<file path="src/rtl/dagu_pkg.sv">
package dagu_pkg;

  typedef enum logic [1:0] {
    AM_SHORT  = 2'b00,
    AM_LONG   = 2'b01,
    AM_INDEX  = 2'b10,
    AM_GLOBAL = 2'b11
  } agu_mode_e;

  typedef enum logic [1:0] {
    OS_BYTE = 2'b00,
    OS_WORD = 2'b01,
    OS_LONG = 2'b10,
    OS_RSVD = 2'b11
  } agu_size_e;

  // Left-shift amount applied to a scaled displacement.
  function automatic logic [1:0] scale_shift(input logic [1:0] sz);
    case (sz)
      OS_WORD: scale_shift = 2'd1;
      OS_LONG: scale_shift = 2'd2;
      default: scale_shift = 2'd0;
    endcase
  endfunction

  function automatic logic size_reserved(input logic [1:0] sz);
    size_reserved = (sz == OS_RSVD);
  endfunction

  // Alignment test on the two low address bits.
  function automatic logic addr_misaligned(input logic [1:0] sz, input logic [1:0] lo);
    case (sz)
      OS_WORD: addr_misaligned = lo[0];
      OS_LONG: addr_misaligned = |lo;
      default: addr_misaligned = 1'b0;
    endcase
  endfunction

endpackage

</file>
<file path="src/rtl/dagu_offset.sv">
module dagu_offset
  import dagu_pkg::*;
#(
  parameter int ADDR_W   = 32,
  parameter int DISP_W   = 12,
  parameter int SHORT_W  = 4,
  parameter int GLOBAL_W = 8
) (
  input  logic [1:0]        mode,
  input  logic [1:0]        size,
  input  logic [DISP_W-1:0] disp,
  input  logic [ADDR_W-1:0] r0,
  output logic [ADDR_W-1:0] offset
);
  localparam int SHORT_SCALED_W  = SHORT_W + 2;
  localparam int GLOBAL_SCALED_W = GLOBAL_W + 2;

  logic [1:0]                 sh;
  logic [SHORT_SCALED_W-1:0]  short_scaled;
  logic [GLOBAL_SCALED_W-1:0] global_scaled;
  logic [ADDR_W-1:0]          long_ext;

  assign sh            = scale_shift(size);
  assign short_scaled  = SHORT_SCALED_W'(disp[SHORT_W-1:0]) << sh;
  assign global_scaled = GLOBAL_SCALED_W'(disp[GLOBAL_W-1:0]) << sh;
  assign long_ext      = ADDR_W'(disp);

  always_comb begin
    case (mode)
      AM_SHORT:  offset = ADDR_W'(short_scaled);
      AM_LONG:   offset = long_ext;
      AM_INDEX:  offset = r0;
      default:   offset = ADDR_W'(global_scaled);
    endcase
  end
endmodule

</file>
<file path="src/rtl/dagu_base_sel.sv">
module dagu_base_sel
  import dagu_pkg::*;
#(
  parameter int ADDR_W = 32
) (
  input  logic [1:0]        mode,
  input  logic [ADDR_W-1:0] rn,
  input  logic [ADDR_W-1:0] gbr,
  output logic [ADDR_W-1:0] base
);
  assign base = (mode == AM_GLOBAL) ? gbr : rn;
endmodule

</file>
<file path="src/rtl/dagu_align.sv">
module dagu_align
  import dagu_pkg::*;
#(
  parameter int ADDR_W = 32
) (
  input  logic [1:0]        size,
  input  logic [ADDR_W-1:0] addr,
  output logic              mis,
  output logic              rsvd
);
  assign mis  = addr_misaligned(size, addr[1:0]);
  assign rsvd = size_reserved(size);
endmodule

</file>
<file path="src/rtl/disp_agu.sv">
module disp_agu
  import dagu_pkg::*;
#(
  parameter int ADDR_W   = 32,
  parameter int DISP_W   = 12,
  parameter int SHORT_W  = 4,
  parameter int GLOBAL_W = 8
) (
  input  logic              clk,
  input  logic              rst_n,
  input  logic              in_valid,
  input  logic [1:0]        mode,
  input  logic [1:0]        size,
  input  logic [ADDR_W-1:0] rn,
  input  logic [ADDR_W-1:0] r0,
  input  logic [ADDR_W-1:0] gbr,
  input  logic [DISP_W-1:0] disp,
  output logic              ea_valid,
  output logic [ADDR_W-1:0] ea,
  output logic              misalign,
  output logic              size_bad
);
  // Named internal events, visible to the bound checker.
  logic [ADDR_W-1:0] offset_w;
  logic [ADDR_W-1:0] base_w;
  logic [ADDR_W-1:0] ea_next_w;
  logic              mis_next_w;
  logic              rsvd_next_w;

  dagu_offset #(
    .ADDR_W(ADDR_W), .DISP_W(DISP_W), .SHORT_W(SHORT_W), .GLOBAL_W(GLOBAL_W)
  ) u_offset (
    .mode(mode), .size(size), .disp(disp), .r0(r0), .offset(offset_w)
  );

  dagu_base_sel #(.ADDR_W(ADDR_W)) u_base (
    .mode(mode), .rn(rn), .gbr(gbr), .base(base_w)
  );

  // Modulo 2^ADDR_W sum; carry out is dropped.
  assign ea_next_w = base_w + offset_w;

  dagu_align #(.ADDR_W(ADDR_W)) u_align (
    .size(size), .addr(ea_next_w), .mis(mis_next_w), .rsvd(rsvd_next_w)
  );

  always_ff @(posedge clk) begin
    if (!rst_n) begin
      ea_valid <= 1'b0;
      ea       <= '0;
      misalign <= 1'b0;
      size_bad <= 1'b0;
    end else begin
      ea_valid <= in_valid;
      if (in_valid) begin
        ea       <= ea_next_w;
        misalign <= mis_next_w;
        size_bad <= rsvd_next_w;
      end
    end
  end
endmodule

</file>
<file path="config.mk">
export PLATFORM = sky130hd
export DESIGN_NAME = disp_agu
export DESIGN_NICKNAME = d
export VERILOG_FILES = /design/src/rtl/dagu_pkg.sv /design/src/rtl/dagu_offset.sv /design/src/rtl/dagu_base_sel.sv /design/src/rtl/dagu_align.sv /design/src/rtl/disp_agu.sv
export SDC_FILE = /design/constraint.sdc
export NUM_CORES = 1
export LEC_CHECK = 0
export ABC_AREA = 1
export CORE_ASPECT_RATIO = 0.75
export CORE_UTILIZATION = 30
export CTS_CLUSTER_SIZE = 30
export DETAILED_ROUTE_END_ITERATION = 10
export HOLD_SLACK_MARGIN = 0.05
export PLACE_DENSITY_LB_ADDON = 0.3
export SETUP_SLACK_MARGIN = 0.4
export SYNTH_ARGS = -nofsm -noshare
export SYNTH_HDL_FRONTEND = slang
export SYNTH_SLANG_ARGS = --single-unit
</file>
<file path="constraint.sdc">
create_clock -name clk -period 2.83 [get_ports clk]
set_input_delay 0.283 -clock clk [delete_from_list [all_inputs] [get_ports clk]]
set_output_delay 0.283 -clock clk [all_outputs]
set_load 0.02 [all_outputs]
</file>
==> results.json <==
{
  "status": "complete, no violations",
  "vias": 5817,
  "synth_edf_count": 0,
  "ios": 150,
  "synth_area_per_cell_um2": 5.223,
  "grt_pass1_vias": 5321,
  "clock_power_share_pct": 23.2,
  "swShare_pct": 37.31,
  "setup_viol": 0,
  "hp-class": "reg -> reg",
  "nNetsFinal": 1267,
  "fin_crit_ps": 2484,
  "num_antenna_cells": 0,
  "power_frac_comb_pct": 56.0,
  "tns_ps": 0,
  "synthArstFlopShare_pct": 0,
  "synthMostInstantiatedCell": "nand2_1",
  "relSlewSlack_pct": 56.05,
  "cts_sinks": 35,
  "clk_pin_slew_ps": 50,
  "grt_antenna_before_repair": 1,
  "synth_area_leaders": "nand2_1 (28%), dfxtp_1 (15%), inv_1 (13%)",
  "rsz0062_at_grt": "yes",
  "synth_cell_types": 38,
  "grt_pass1_wl_um": 25990,
  "hold_violations": 0,
  "yosysWarnings": 0,
  "p_switching_w": 0.001030,
  "cp_data_arrival_time_ps": 2650,
  "synth_top_area_share_pct": 27.92,
  "yosys.area.top_type": "nand2_1",
  "critPathMaxStageDelay_ps": 430,
  "grtUsageTotal_pct": 20.41,
  "wl_um": 16280,
  "htree_levels": 2,
  "fin_crit_sh_pct": 87.78,
  "max_slew.worst_pin.slew_ps": 658.6,
  "drv_slew": 0,
  "finalClockSkew_ps": 0,
  "ys_seq_elements": 35,
  "gp_congestion": 0.9579,
  "drtIter0Drc": 269,
  "leakage_nw": 4.209,
  "ys_seq_area_share_pct": 15.19,
  "drc_errors": 0,
  "overflow": 0,
  "cts_root_buf": "clkbuf_16",
  "cp.required_ps": 3000,
  "powerDensity_nw_per_um2": 353.0,
  "synth_nets": 1034,
  "postRouteAntennaNets": 0,
  "p_total_w": 0.002761,
  "fin_cells": 1317,
  "path_cells": "buf_8, inv_4, ha_4, buf_6, nand2_2, o21ai_2, nor2_1, a221oi_2, o31ai_2, ha_2, nand2_2, nand2_2, nand2_2, nand2_2, nand2_2, nand3_4, nand2_4, nand3_2, nand2_1, nor2_1, buf_4, nor2_1",
  "avgRoutedWirePerCell_um": 12.36,
  "cts_buffer_depth": 2,
  "port_buffers": 149,
  "initial_utilization_pct": 31.29,
  "die_height_um": 109.4,
  "coreArea_um2": 14740,
  "numCtsBuffers": 5,
  "p_int_w": 0.001731,
  "dpl.hpwl_um": 13480,
  "die_w_um": 145.2,
  "ir_drop_uv": 324.4,
  "synthCells": 883,
  "netlist_top_cells_count": "nand2_1 (343), inv_1 (164), nor2_1 (107)",
  "cts_hold_buf": 0,
  "synth_flop_cell": "dfxtp_1",
  "die_area_um2": 15880,
  "cp-end-kind": "register",
  "critPathMaxFanout": 7,
  "crit_type": "in -> reg",
  "max_cap_viol_count": 0,
  "crit_path_start_kind": "primary input",
  "critPathSlowestCell": "ha_2",
  "cts_tree": "built",
  "crit_top_cell": "nand2_2",
  "grt_max_degree": 25,
  "netlist_area_um2": 4612,
  "seqPwrFrac_pct": 20.9,
  "drive_above_1_share_pct": 23.01,
  "rows": 38,
  "fmax_mhz": 402.6,
  "clkLatencyLatePin_ps": 280,
  "dp_cells": 1297,
  "firstDrtPassIters": 5,
  "syn2layout_area_growth_pct": 69.64,
  "viasPerCell": 4.417
}
## stage by stage
step	area [um2]	worst slack (ps)	utilization [%]	hold slack, ps
detailed placement	6938	-500.2	47.07	458.7
CTS	7423	393.1	50.37	465.3
global placement	6938	-455.4	47.07	454.3
floorplan	4619	407.9	-	539.8
finish	7824	345.9	53.08	464.0
global route	7824	226.2	53.08	480.5
## cell usage in the layout (no fill, tap or decap), types with 18 or more instances in the layout
master	synthesis	layout
ha_1	35	18
nand3_2	4	18
nand2_2	10	33
clkdlybuf4s50_1	0	138
nand3_1	46	31
nor2_1	107	92
buf_4	1	90
dfxtp_1	35	35
a21oi_1	30	20
nand2_1	343	313
inv_1	164	152
## repair_timing
item	in CTS	in global routing
endpoints found under the setup margin	30	27
pin swaps	32	46
buffers inserted	6	6
cloned	0	0
hold endpoints to repair	0	0
resized for setup	84	106
## cells by family (layout without fill, tap and decap cells)
group	after synthesis	in the layout	synth area share, %
and+or+nand+nor	527	527	46.17
adders and majority gates	36	36	9.929
xor gates and xnor gates	16	16	3.039
buffers and inverters	188	422	15.57
AOI/OAI and AO/OA	81	81	10.09
DFF	35	35	15.19
## path summary, 6_finish.rpt
path / startpoint / to / slack, ps / cells after the start
worst max-delay path: size[1] / ea[28] / 350 / 22
worst min-delay path: ea[0] / ea[0] / 460 / 2
worst max register to register: ea[17] / ea[17] / 2080 / 2
worst min register to register: ea[0] / ea[0] / 460 / 2
## area by class of cell
type / instances / area [um2]
clock buffer: 6 / 138.9
clock inverter: 2 / 35.03
fill: 1520 / 6915
inverter: 167 / 631.9
multi-input combinational: 660 / 3797
sequential: 35 / 700.7
tap: 200 / 250.2
timing repair buffer: 247 / 2270
## critical path: cells and delay by family
family / cells / cell delay (ps)
adder cells (fa/ha/maj): 2 / 610
buffers and inverters: 4 / 430
AND/OR/NAND/NOR: 13 / 880
AO/OA/AOI/OAI: 3 / 420
## power by group through the flow
stage	Clock, W	Sequential, W	Combinational (W)
4_1_cts	0.000646	0.000576	0.00140
3_3_place_gp	0	0.000585	0.00131
5_1_grt	0.000664	0.000582	0.00169
6_report	0.000640	0.000576	0.00155
3_5_place_dp	0	0.000586	0.00131
2_1_floorplan	0	0.000645	0.000597
## per-layer routing
metal  wire (um)  global-route usage (%)
met1        8803                   32.06
met2        6099                   28.91
met3        1216                   2.905
met4         157                   3.534
met5           0                       0
## flip-flops by register name (all words and copies together) (netlist names)
| register | flops |
|---|---|
| ea | 32 |
| size_bad | 1 |
| misalign | 1 |
| ea_valid | 1 |
(Power assumes the default switching activity.)
